## config.mk

```make
export PLATFORM = sky130hd
export DESIGN_NAME = fetch_frontend
export DESIGN_NICKNAME = d
export VERILOG_FILES = /design/src/rtl/fetch_pkg.sv /design/src/rtl/fetch_ctrl.sv /design/src/rtl/fetch_dp.sv /design/src/rtl/fetch_frontend.sv
export SDC_FILE = /design/constraint.sdc
export NUM_CORES = 1
export LEC_CHECK = 0
export ABC_AREA = 1
export BUFFER_PORTS_ARGS = -buffer_cell sky130_fd_sc_hd__clkbuf_2
export CAP_MARGIN = 10
export CORE_ASPECT_RATIO = 1.5
export CORE_MARGIN = 2
export CORE_UTILIZATION = 50
export DETAILED_ROUTE_END_ITERATION = 10
export PLACE_DENSITY = 0.8
export SLEW_MARGIN = 20
export SYNTH_ARGS = -nofsm -noshare
export SYNTH_HDL_FRONTEND = slang
export SYNTH_SLANG_ARGS = --single-unit
```

## constraint.sdc

```tcl
create_clock -name clk -period 5.65 [get_ports clk]
set_input_delay 0.2825 -clock clk [delete_from_list [all_inputs] [get_ports clk]]
set_output_delay 0.2825 -clock clk [all_outputs]
set_load 0.02 [all_outputs]
```

## src/rtl/fetch_pkg.sv

```systemverilog
package fetch_pkg;
  typedef struct packed {
    logic cmdFire;    // command accepted this cycle
    logic jumpNow;    // a redirect request is present
    logic jumpComb;   // target drives the bus address directly
    logic held;       // presented command is being held
    logic staleFire;  // held command accepted after a redirect
    logic rspTake;    // a response retires an address entry
    logic rspPush;    // a fresh response enters the output buffer
    logic outPop;     // decode takes the head entry
    logic flush;      // empty the output buffer
  } fetchStrobes_t;
endpackage

```

## src/rtl/fetch_ctrl.sv

```systemverilog
module fetch_ctrl
  import fetch_pkg::*;
#(
  parameter int NUM_STAGES = 3,
  parameter int DEPTH = 4,
  parameter bit REG_JUMP = 1'b0,
  parameter bit PERSIST = 1'b1,
  localparam int IDX_W = (NUM_STAGES > 1) ? $clog2(NUM_STAGES) : 1,
  localparam int CNT_W = $clog2(DEPTH + 1)
) (
  input  logic                  clk,
  input  logic                  rstN,
  input  logic [NUM_STAGES-1:0] jumpValid,
  input  logic                  cmdReady,
  input  logic                  rspValid,
  input  logic                  outReady,
  output logic                  cmdValid,
  output logic                  outValid,
  output logic [IDX_W-1:0]      jumpIdx,
  output fetchStrobes_t         strb
);
  logic heldQ, pendQ;
  logic [CNT_W-1:0] inflightQ, dropQ, outCntQ;
  logic canIssue, dropRsp;

  // later stage overrides earlier
  always_comb begin
    jumpIdx = '0;
    for (int i = 0; i < NUM_STAGES; i++)
      if (jumpValid[i]) jumpIdx = IDX_W'(i);
  end

  assign canIssue = ({1'b0, inflightQ} + {1'b0, outCntQ}) < (CNT_W+1)'(DEPTH);
  assign cmdValid = heldQ || (canIssue && !(REG_JUMP && strb.jumpNow));
  assign outValid = outCntQ != '0;
  assign dropRsp  = rspValid && (dropQ != '0 || strb.jumpNow);

  always_comb begin
    strb.jumpNow   = |jumpValid;
    strb.held      = heldQ;
    strb.cmdFire   = cmdValid && cmdReady;
    strb.jumpComb  = !REG_JUMP && strb.jumpNow && !heldQ;
    strb.staleFire = strb.cmdFire && heldQ && (strb.jumpNow || pendQ);
    strb.rspTake   = rspValid;
    strb.rspPush   = rspValid && !dropRsp;
    strb.outPop    = outValid && outReady && !strb.jumpNow;
    strb.flush     = strb.jumpNow;
  end

  always_ff @(posedge clk) begin
    if (!rstN) begin
      heldQ     <= 1'b0;
      pendQ     <= 1'b0;
      inflightQ <= '0;
      dropQ     <= '0;
      outCntQ   <= '0;
    end else begin
      heldQ <= PERSIST && cmdValid && !cmdReady;
      if (strb.cmdFire) pendQ <= 1'b0;
      else if (heldQ && strb.jumpNow) pendQ <= 1'b1;
      inflightQ <= inflightQ + CNT_W'(strb.cmdFire) - CNT_W'(rspValid);
      if (strb.jumpNow)
        dropQ <= inflightQ - CNT_W'(rspValid) + CNT_W'(strb.staleFire);
      else
        dropQ <= dropQ - CNT_W'(rspValid && dropQ != '0) + CNT_W'(strb.staleFire);
      if (strb.flush) outCntQ <= '0;
      else outCntQ <= outCntQ + CNT_W'(strb.rspPush) - CNT_W'(strb.outPop);
    end
  end
endmodule

```

## src/rtl/fetch_dp.sv

```systemverilog
module fetch_dp
  import fetch_pkg::*;
#(
  parameter int ADDR_W = 32,
  parameter int DATA_W = 32,
  parameter int NUM_STAGES = 3,
  parameter int DEPTH = 4,
  parameter logic [ADDR_W-1:0] RESET_VEC = 'h1000,
  parameter bit CATCH_FAULT = 1'b1,
  localparam int IDX_W = (NUM_STAGES > 1) ? $clog2(NUM_STAGES) : 1,
  localparam int PTR_W = (DEPTH > 1) ? $clog2(DEPTH) : 1
) (
  input  logic                         clk,
  input  logic                         rstN,
  input  fetchStrobes_t                strb,
  input  logic [IDX_W-1:0]             jumpIdx,
  input  logic [NUM_STAGES*ADDR_W-1:0] jumpTarget,
  input  logic [DATA_W-1:0]            rspData,
  input  logic                         rspError,
  output logic [ADDR_W-1:0]            cmdAddr,
  output logic [ADDR_W-1:0]            outPc,
  output logic [DATA_W-1:0]            outInstr,
  output logic                         outFault
);
  logic [ADDR_W-1:0] pcQ, pendTgtQ, tgt;
  logic [ADDR_W-1:0] addrMem [DEPTH];
  logic [PTR_W-1:0]  aWr, aRd, oWr, oRd;
  logic [ADDR_W-1:0] oPcMem [DEPTH];
  logic [DATA_W-1:0] oInsMem [DEPTH];
  logic [DEPTH-1:0]  oFltMem;

  function automatic logic [PTR_W-1:0] nextPtr(input logic [PTR_W-1:0] p);
    return (p == PTR_W'(DEPTH - 1)) ? '0 : p + PTR_W'(1);
  endfunction

  assign tgt     = {jumpTarget[jumpIdx*ADDR_W +: ADDR_W] >> 2, 2'b00};
  assign cmdAddr = strb.jumpComb ? tgt : pcQ;

  always_ff @(posedge clk) begin
    if (!rstN) begin
      pcQ      <= RESET_VEC;
      pendTgtQ <= RESET_VEC;
    end else begin
      if (strb.jumpNow) pendTgtQ <= tgt;
      if (strb.staleFire)       pcQ <= strb.jumpNow ? tgt : pendTgtQ;
      else if (strb.cmdFire)    pcQ <= cmdAddr + ADDR_W'(4);
      else if (!strb.held && strb.jumpNow) pcQ <= tgt;
    end
  end

  // address of every fetch in flight, retired in order
  always_ff @(posedge clk) begin
    if (!rstN) begin
      aWr <= '0;
      aRd <= '0;
    end else begin
      if (strb.cmdFire) aWr <= nextPtr(aWr);
      if (strb.rspTake) aRd <= nextPtr(aRd);
    end
  end

  always_ff @(posedge clk)
    if (strb.cmdFire) addrMem[aWr] <= cmdAddr;

  // output buffer
  always_ff @(posedge clk) begin
    if (!rstN || strb.flush) begin
      oWr <= '0;
      oRd <= '0;
    end else begin
      if (strb.rspPush) oWr <= nextPtr(oWr);
      if (strb.outPop)  oRd <= nextPtr(oRd);
    end
  end

  always_ff @(posedge clk)
    if (strb.rspPush) begin
      oPcMem[oWr]  <= addrMem[aRd];
      oInsMem[oWr] <= (CATCH_FAULT && rspError) ? '0 : rspData;
      oFltMem[oWr] <= CATCH_FAULT && rspError;
    end

  assign outPc    = oPcMem[oRd];
  assign outInstr = oInsMem[oRd];
  assign outFault = oFltMem[oRd];
endmodule

```

## src/rtl/fetch_frontend.sv

```systemverilog
module fetch_frontend
  import fetch_pkg::*;
#(
  parameter int ADDR_W = 32,
  parameter int DATA_W = 32,
  parameter int NUM_STAGES = 3,
  parameter int DEPTH = 4,
  parameter logic [ADDR_W-1:0] RESET_VEC = 'h1000,
  parameter bit REG_JUMP = 1'b0,
  parameter bit PERSIST = 1'b1,
  parameter bit CATCH_FAULT = 1'b1
) (
  input  logic                         clk,
  input  logic                         rstN,
  input  logic [NUM_STAGES-1:0]        jumpValid,
  input  logic [NUM_STAGES*ADDR_W-1:0] jumpTarget,
  output logic                         cmdValid,
  input  logic                         cmdReady,
  output logic [ADDR_W-1:0]            cmdAddr,
  input  logic                         rspValid,
  input  logic [DATA_W-1:0]            rspData,
  input  logic                         rspError,
  output logic                         outValid,
  input  logic                         outReady,
  output logic [ADDR_W-1:0]            outPc,
  output logic [DATA_W-1:0]            outInstr,
  output logic                         outFault
);
  localparam int IDX_W = (NUM_STAGES > 1) ? $clog2(NUM_STAGES) : 1;

  fetchStrobes_t strb;
  logic [IDX_W-1:0] jumpIdx;

  fetch_ctrl #(
    .NUM_STAGES(NUM_STAGES), .DEPTH(DEPTH),
    .REG_JUMP(REG_JUMP), .PERSIST(PERSIST)
  ) u_ctrl (
    .clk(clk), .rstN(rstN), .jumpValid(jumpValid), .cmdReady(cmdReady),
    .rspValid(rspValid), .outReady(outReady), .cmdValid(cmdValid),
    .outValid(outValid), .jumpIdx(jumpIdx), .strb(strb)
  );

  fetch_dp #(
    .ADDR_W(ADDR_W), .DATA_W(DATA_W), .NUM_STAGES(NUM_STAGES), .DEPTH(DEPTH),
    .RESET_VEC(RESET_VEC), .CATCH_FAULT(CATCH_FAULT)
  ) u_dp (
    .clk(clk), .rstN(rstN), .strb(strb), .jumpIdx(jumpIdx),
    .jumpTarget(jumpTarget), .rspData(rspData), .rspError(rspError),
    .cmdAddr(cmdAddr), .outPc(outPc), .outInstr(outInstr), .outFault(outFault)
  );
endmodule

```

==> impl_metrics.xml <==
<?xml version="1.0" encoding="UTF-8"?>
<metrics>
  <group name="global_route">
    <metric name="gr-total-overflow" unit="">0</metric>
    <metric name="globalRouteTotalUtil" unit="">0.2160</metric>
    <metric name="initial_antenna_violation_count" unit="">0</metric>
    <metric name="first_global_vias" unit="">14270</metric>
    <metric name="grt_first_pass_wirelength" unit="µm">71880</metric>
    <metric name="grt_start_max_net_pins" unit="">117</metric>
  </group>
  <group name="cts">
    <metric name="cts-root-buf" unit="">sky130_fd_sc_hd__clkbuf_16</metric>
    <metric name="cts_inserted_buffers" unit="">43</metric>
    <metric name="cts_tree" unit="">built</metric>
    <metric name="clk_buf_depth" unit="">3</metric>
    <metric name="htree_num_levels" unit="">2</metric>
    <metric name="postCtsSetupRepairBufs" unit="">0</metric>
    <metric name="clkLatencyLatePin" unit="ns">0.55</metric>
    <metric name="cts_sinks" unit="">475</metric>
    <metric name="clock_transition_at_the_registers_of_the_reported_paths" unit="ns">0.06</metric>
  </group>
  <group name="setup_path">
    <metric name="cpLargestDelayFamily" unit="">buffers and inverters</metric>
    <metric name="worstPathCellList" unit="">clkinv_2 &gt; buf_4 &gt; o21ai_0 &gt; o22ai_1 &gt; clkbuf_2</metric>
    <metric name="worst_setup_path_end_kind" unit="">primary output</metric>
    <metric name="critPathBufInv" unit="">3</metric>
    <metric name="critical_path_arrival" unit="ns">2.93</metric>
    <metric name="path_class" unit="">flop to primary output</metric>
    <metric name="worst-endpoint-required" unit="ns">5.37</metric>
    <metric name="slowest_delay" unit="ns">0.79</metric>
    <metric name="startpoint_class" unit="">flop</metric>
    <metric name="worstPathMaxFanout" unit="">96</metric>
    <metric name="critPathSlowestCell" unit="">sky130_fd_sc_hd__buf_4</metric>
  </group>
  <group name="power">
    <metric name="comb_power_share" unit="">0.133</metric>
    <metric name="peakVddDrop" unit="mV">0.2181</metric>
    <metric name="clkPwrFrac" unit="">0.367</metric>
    <metric name="pd_cells" unit="mW/mm²">356.2</metric>
    <metric name="power_switching" unit="mW">2.087</metric>
    <metric name="leakage" unit="nW">9.374</metric>
    <metric name="netSwitchingFraction" unit="">0.2510</metric>
    <metric name="pwr-share-seq" unit="">0.500</metric>
    <metric name="intPower" unit="mW">6.228</metric>
  </group>
  <group name="place">
    <metric name="dp_cells" unit="">2593</metric>
    <metric name="final_gp_congestion" unit="">0.9216</metric>
    <metric name="dp_hpwl" unit="µm">29410</metric>
    <metric name="portBuffers" unit="">229</metric>
  </group>
  <group name="finish">
    <metric name="syn_to_final_growth" unit="%">15.15</metric>
    <metric name="stdcell_count" unit="">2673</metric>
    <metric name="layout-drive-gt1-share" unit="">0.1837</metric>
    <metric name="net_count_of_the_finished_layout" unit="">2295</metric>
    <metric name="layout.cells.most_common" unit="">sky130_fd_sc_hd__edfxtp_1</metric>
    <metric name="final_cell_mix" unit="">sky130_fd_sc_hd__edfxtp_1 (388), sky130_fd_sc_hd__nor2_1 (304), sky130_fd_sc_hd__nand2_1 (267), sky130_fd_sc_hd__o21ai_0 (232), sky130_fd_sc_hd__clkbuf_2 (229)</metric>
    <metric name="diodes" unit="">0</metric>
  </group>
  <group name="yosys">
    <metric name="sequential_cell_area_fraction_in_the_yosys_report" unit="">0.6606</metric>
    <metric name="syn_avg_cell_area" unit="µm²">10.49</metric>
    <metric name="synth_top_flop_cell" unit="">sky130_fd_sc_hd__edfxtp_1</metric>
    <metric name="netlist-cell-type-count" unit="">41</metric>
    <metric name="synthDominantAreaCellType" unit="">sky130_fd_sc_hd__edfxtp_1</metric>
    <metric name="synth_enable_flop_cells" unit="">388</metric>
    <metric name="netlist_instances" unit="">1932</metric>
    <metric name="yosys_register_bits" unit="">475</metric>
    <metric name="synthesis.yosys.warnings" unit="">0</metric>
    <metric name="post_synthesis_instance_area" unit="mm²">0.02027</metric>
    <metric name="synth_area_leaders" unit="">sky130_fd_sc_hd__edfxtp_1 (57%), sky130_fd_sc_hd__dfxtp_1 (8.6%), sky130_fd_sc_hd__nor2_1 (5.8%)</metric>
    <metric name="post-synth-top-area-fraction" unit="">0.5747</metric>
    <metric name="asyncSetResetFlopFracSynth" unit="">0</metric>
    <metric name="mappedNetlistNets" unit="">2094</metric>
  </group>
  <group name="floorplanning">
    <metric name="design.portCount" unit="">236</metric>
    <metric name="initial_standard_cell_utilization_of_the_core" unit="">0.5057</metric>
    <metric name="rows" unit="">90</metric>
    <metric name="dieHeight" unit="µm">250.6</metric>
    <metric name="core_area" unit="mm²">0.04009</metric>
    <metric name="dieArea" unit="mm²">0.04221</metric>
    <metric name="die_w" unit="µm">168.4</metric>
  </group>
  <group name="sta">
    <metric name="hold_violations" unit="">0</metric>
    <metric name="setup_violations" unit="">0</metric>
    <metric name="timing.final.crit_share" unit="">0.5677</metric>
    <metric name="grt_setup_unrepaired" unit="">false</metric>
    <metric name="worst_pin_slew" unit="ns">1.035</metric>
    <metric name="slew_violations" unit="">0</metric>
    <metric name="layout_min_cycle_time" unit="ns">3.208</metric>
    <metric name="finalSetupTns" unit="ns">0</metric>
    <metric name="timing.clock.skew" unit="ns">0.01997</metric>
    <metric name="worst_slew_margin_rel" unit="">0.3098</metric>
    <metric name="fmax" unit="GHz">0.3117</metric>
  </group>
  <group name="drt">
    <metric name="post_drt_via_cell_ratio" unit="">5.451</metric>
    <metric name="vias" unit="">14570</metric>
    <metric name="final_antenna_net_count" unit="">0</metric>
    <metric name="drc" unit="">0</metric>
    <metric name="drt_pre_antenna_iters" unit="">5</metric>
    <metric name="routed_wirelength" unit="µm">46550</metric>
    <metric name="drt_iter0_markers" unit="">1190</metric>
    <metric name="wl_per_cell" unit="µm">17.42</metric>
  </group>
  <group name="job">
    <metric name="drv.max_cap_violation_count" unit="">0</metric>
  </group>
  <group name="outcome">
    <metric name="result_of_the_run" unit="">finished, final reports clean</metric>
  </group>
  <group name="min_path">
    <metric name="worst_hold_path_type" unit="">input port to flop</metric>
  </group>
</metrics>
-- through the flow --
step / setup WS [ns] / instance area (µm²) / hold slack (ns) / total power, mW / util
6_report: 2.442 / 23340 / 0.08910 / 8.315 / 0.5823
2_1_floorplan: 1.317 / 20270 / 0.3549 / 4.967 / -
4_1_cts: 2.426 / 23340 / 0.06597 / 8.355 / 0.5822
5_1_grt: 2.061 / 23340 / 0.08113 / 8.634 / 0.5823
3_5_place_dp: 1.957 / 21830 / 0.4269 / 5.328 / 0.5444
3_3_place_gp: 2.023 / 21830 / 0.4242 / 5.276 / 0.5444
-- path summary, 6_finish.rpt --
path	start	cells past startpoint	to	slack, ns
hold reg to reg	u_dp.pendTgtQ[0]	2	u_dp.pendTgtQ[0]	0.44
setup reg to reg	u_ctrl.heldQ	15	u_dp.pcQ[22]	2.54
setup / recovery	flop	5	outInstr[0]	2.44
hold / removal	rspData[19]	3	u_dp.oInsMem[0][19]	0.09
-- synth_stat cells, types with 2 or more instances --
cell / number
sky130_fd_sc_hd__buf_2: 8
sky130_fd_sc_hd__mux2i_1: 2
sky130_fd_sc_hd__clkbuf_1: 73
sky130_fd_sc_hd__o21ai_1: 10
sky130_fd_sc_hd__nor3_1: 7
sky130_fd_sc_hd__ha_1: 21
sky130_fd_sc_hd__a211oi_1: 2
sky130_fd_sc_hd__nand3_1: 75
sky130_fd_sc_hd__a21oi_1: 39
sky130_fd_sc_hd__buf_6: 7
sky130_fd_sc_hd__xor2_1: 8
sky130_fd_sc_hd__o21ai_4: 2
sky130_fd_sc_hd__buf_4: 4
sky130_fd_sc_hd__nand4_1: 10
sky130_fd_sc_hd__nand3_2: 3
sky130_fd_sc_hd__dfxtp_1: 87
sky130_fd_sc_hd__o21ai_2: 10
sky130_fd_sc_hd__inv_1: 196
sky130_fd_sc_hd__nand2_1: 267
sky130_fd_sc_hd__buf_1: 4
sky130_fd_sc_hd__edfxtp_1: 388
sky130_fd_sc_hd__nor2_4: 8
sky130_fd_sc_hd__o22ai_1: 101
sky130_fd_sc_hd__o31ai_1: 3
sky130_fd_sc_hd__nor2_1: 312
sky130_fd_sc_hd__clkinv_1: 2
sky130_fd_sc_hd__fa_1: 4
sky130_fd_sc_hd__inv_2: 6
sky130_fd_sc_hd__or2_2: 14
sky130_fd_sc_hd__nor2_2: 8
sky130_fd_sc_hd__nand2_2: 10
sky130_fd_sc_hd__o21ai_0: 232
-- cell type report --
type	count	area, µm²
clock buffer	55	1194
clock inverter	24	310.3
fill	3218	16740
inverter	205	773.2
multi-input combinational	1156	5710
sequential	475	13400
tap	506	633.1
timing repair buffer	252	1325
-- worst min-delay path, cell delays in order --
cell and delay, ns:
sky130_fd_sc_hd__clkbuf_2 0.08, sky130_fd_sc_hd__inv_1 0.04, sky130_fd_sc_hd__nor2_1 0.05
-- repair_timing --
| item | CTS | global route |
|---|---|---|
| hold buffers | 1 | 0 |
| hold endpoints to repair | 1 | 0 |
| resized for setup | 0 | 0 |
-- power groups by stage --
| stage | Sequential [mW] | Combinational [mW] | Clock (mW) |
|---|---|---|---|
| floorplan | 4.21 | 0.754 | 0 |
| global placement | 4.21 | 1.06 | 0 |
| detailed placement | 4.23 | 1.10 | 0 |
| CTS | 4.15 | 1.11 | 3.09 |
| global route | 4.16 | 1.23 | 3.24 |
| finish | 4.15 | 1.11 | 3.05 |
-- cell families (layout without fill, tap and decap cells) --
kind of cell	count (synthesis)	after routing	share of synthesized area
compound gates	402	402	0.1094
fa+ha+maj	25	25	0.01691
xor+xnor	9	9	0.003888
mux	2	2	0.0009875
flops	475	475	0.6606
buf+inv	301	536	0.05968
simple gates	718	718	0.1486
-- registers in the layout (all words and copies together) (netlist names), named ones only --
name	cells
u_dp.oRd	2
u_dp.pcQ	32
u_ctrl.dropQ	3
u_dp.oPcMem	128
u_ctrl.inflightQ	3
u_ctrl.pendQ	1
u_ctrl.heldQ	1
u_dp.aRd	2
u_ctrl.outCntQ	3
u_dp.pendTgtQ	32
u_dp.oWr	2
u_dp.oInsMem	128
u_dp.oFltMem	4
u_dp.addrMem	128
u_dp.aWr	2
-- layer usage --
| metal | GRT usage | part of all wire |
|---|---|---|
| met1 | 0.2447 | 0.37 |
| met3 | 0.02970 | 0.061 |
| met2 | 0.4041 | 0.54 |
| met4 | 0.09138 | 0.033 |
| met5 | 0 | 0 |
No activity file was read; power rests on OpenSTA's default activity.
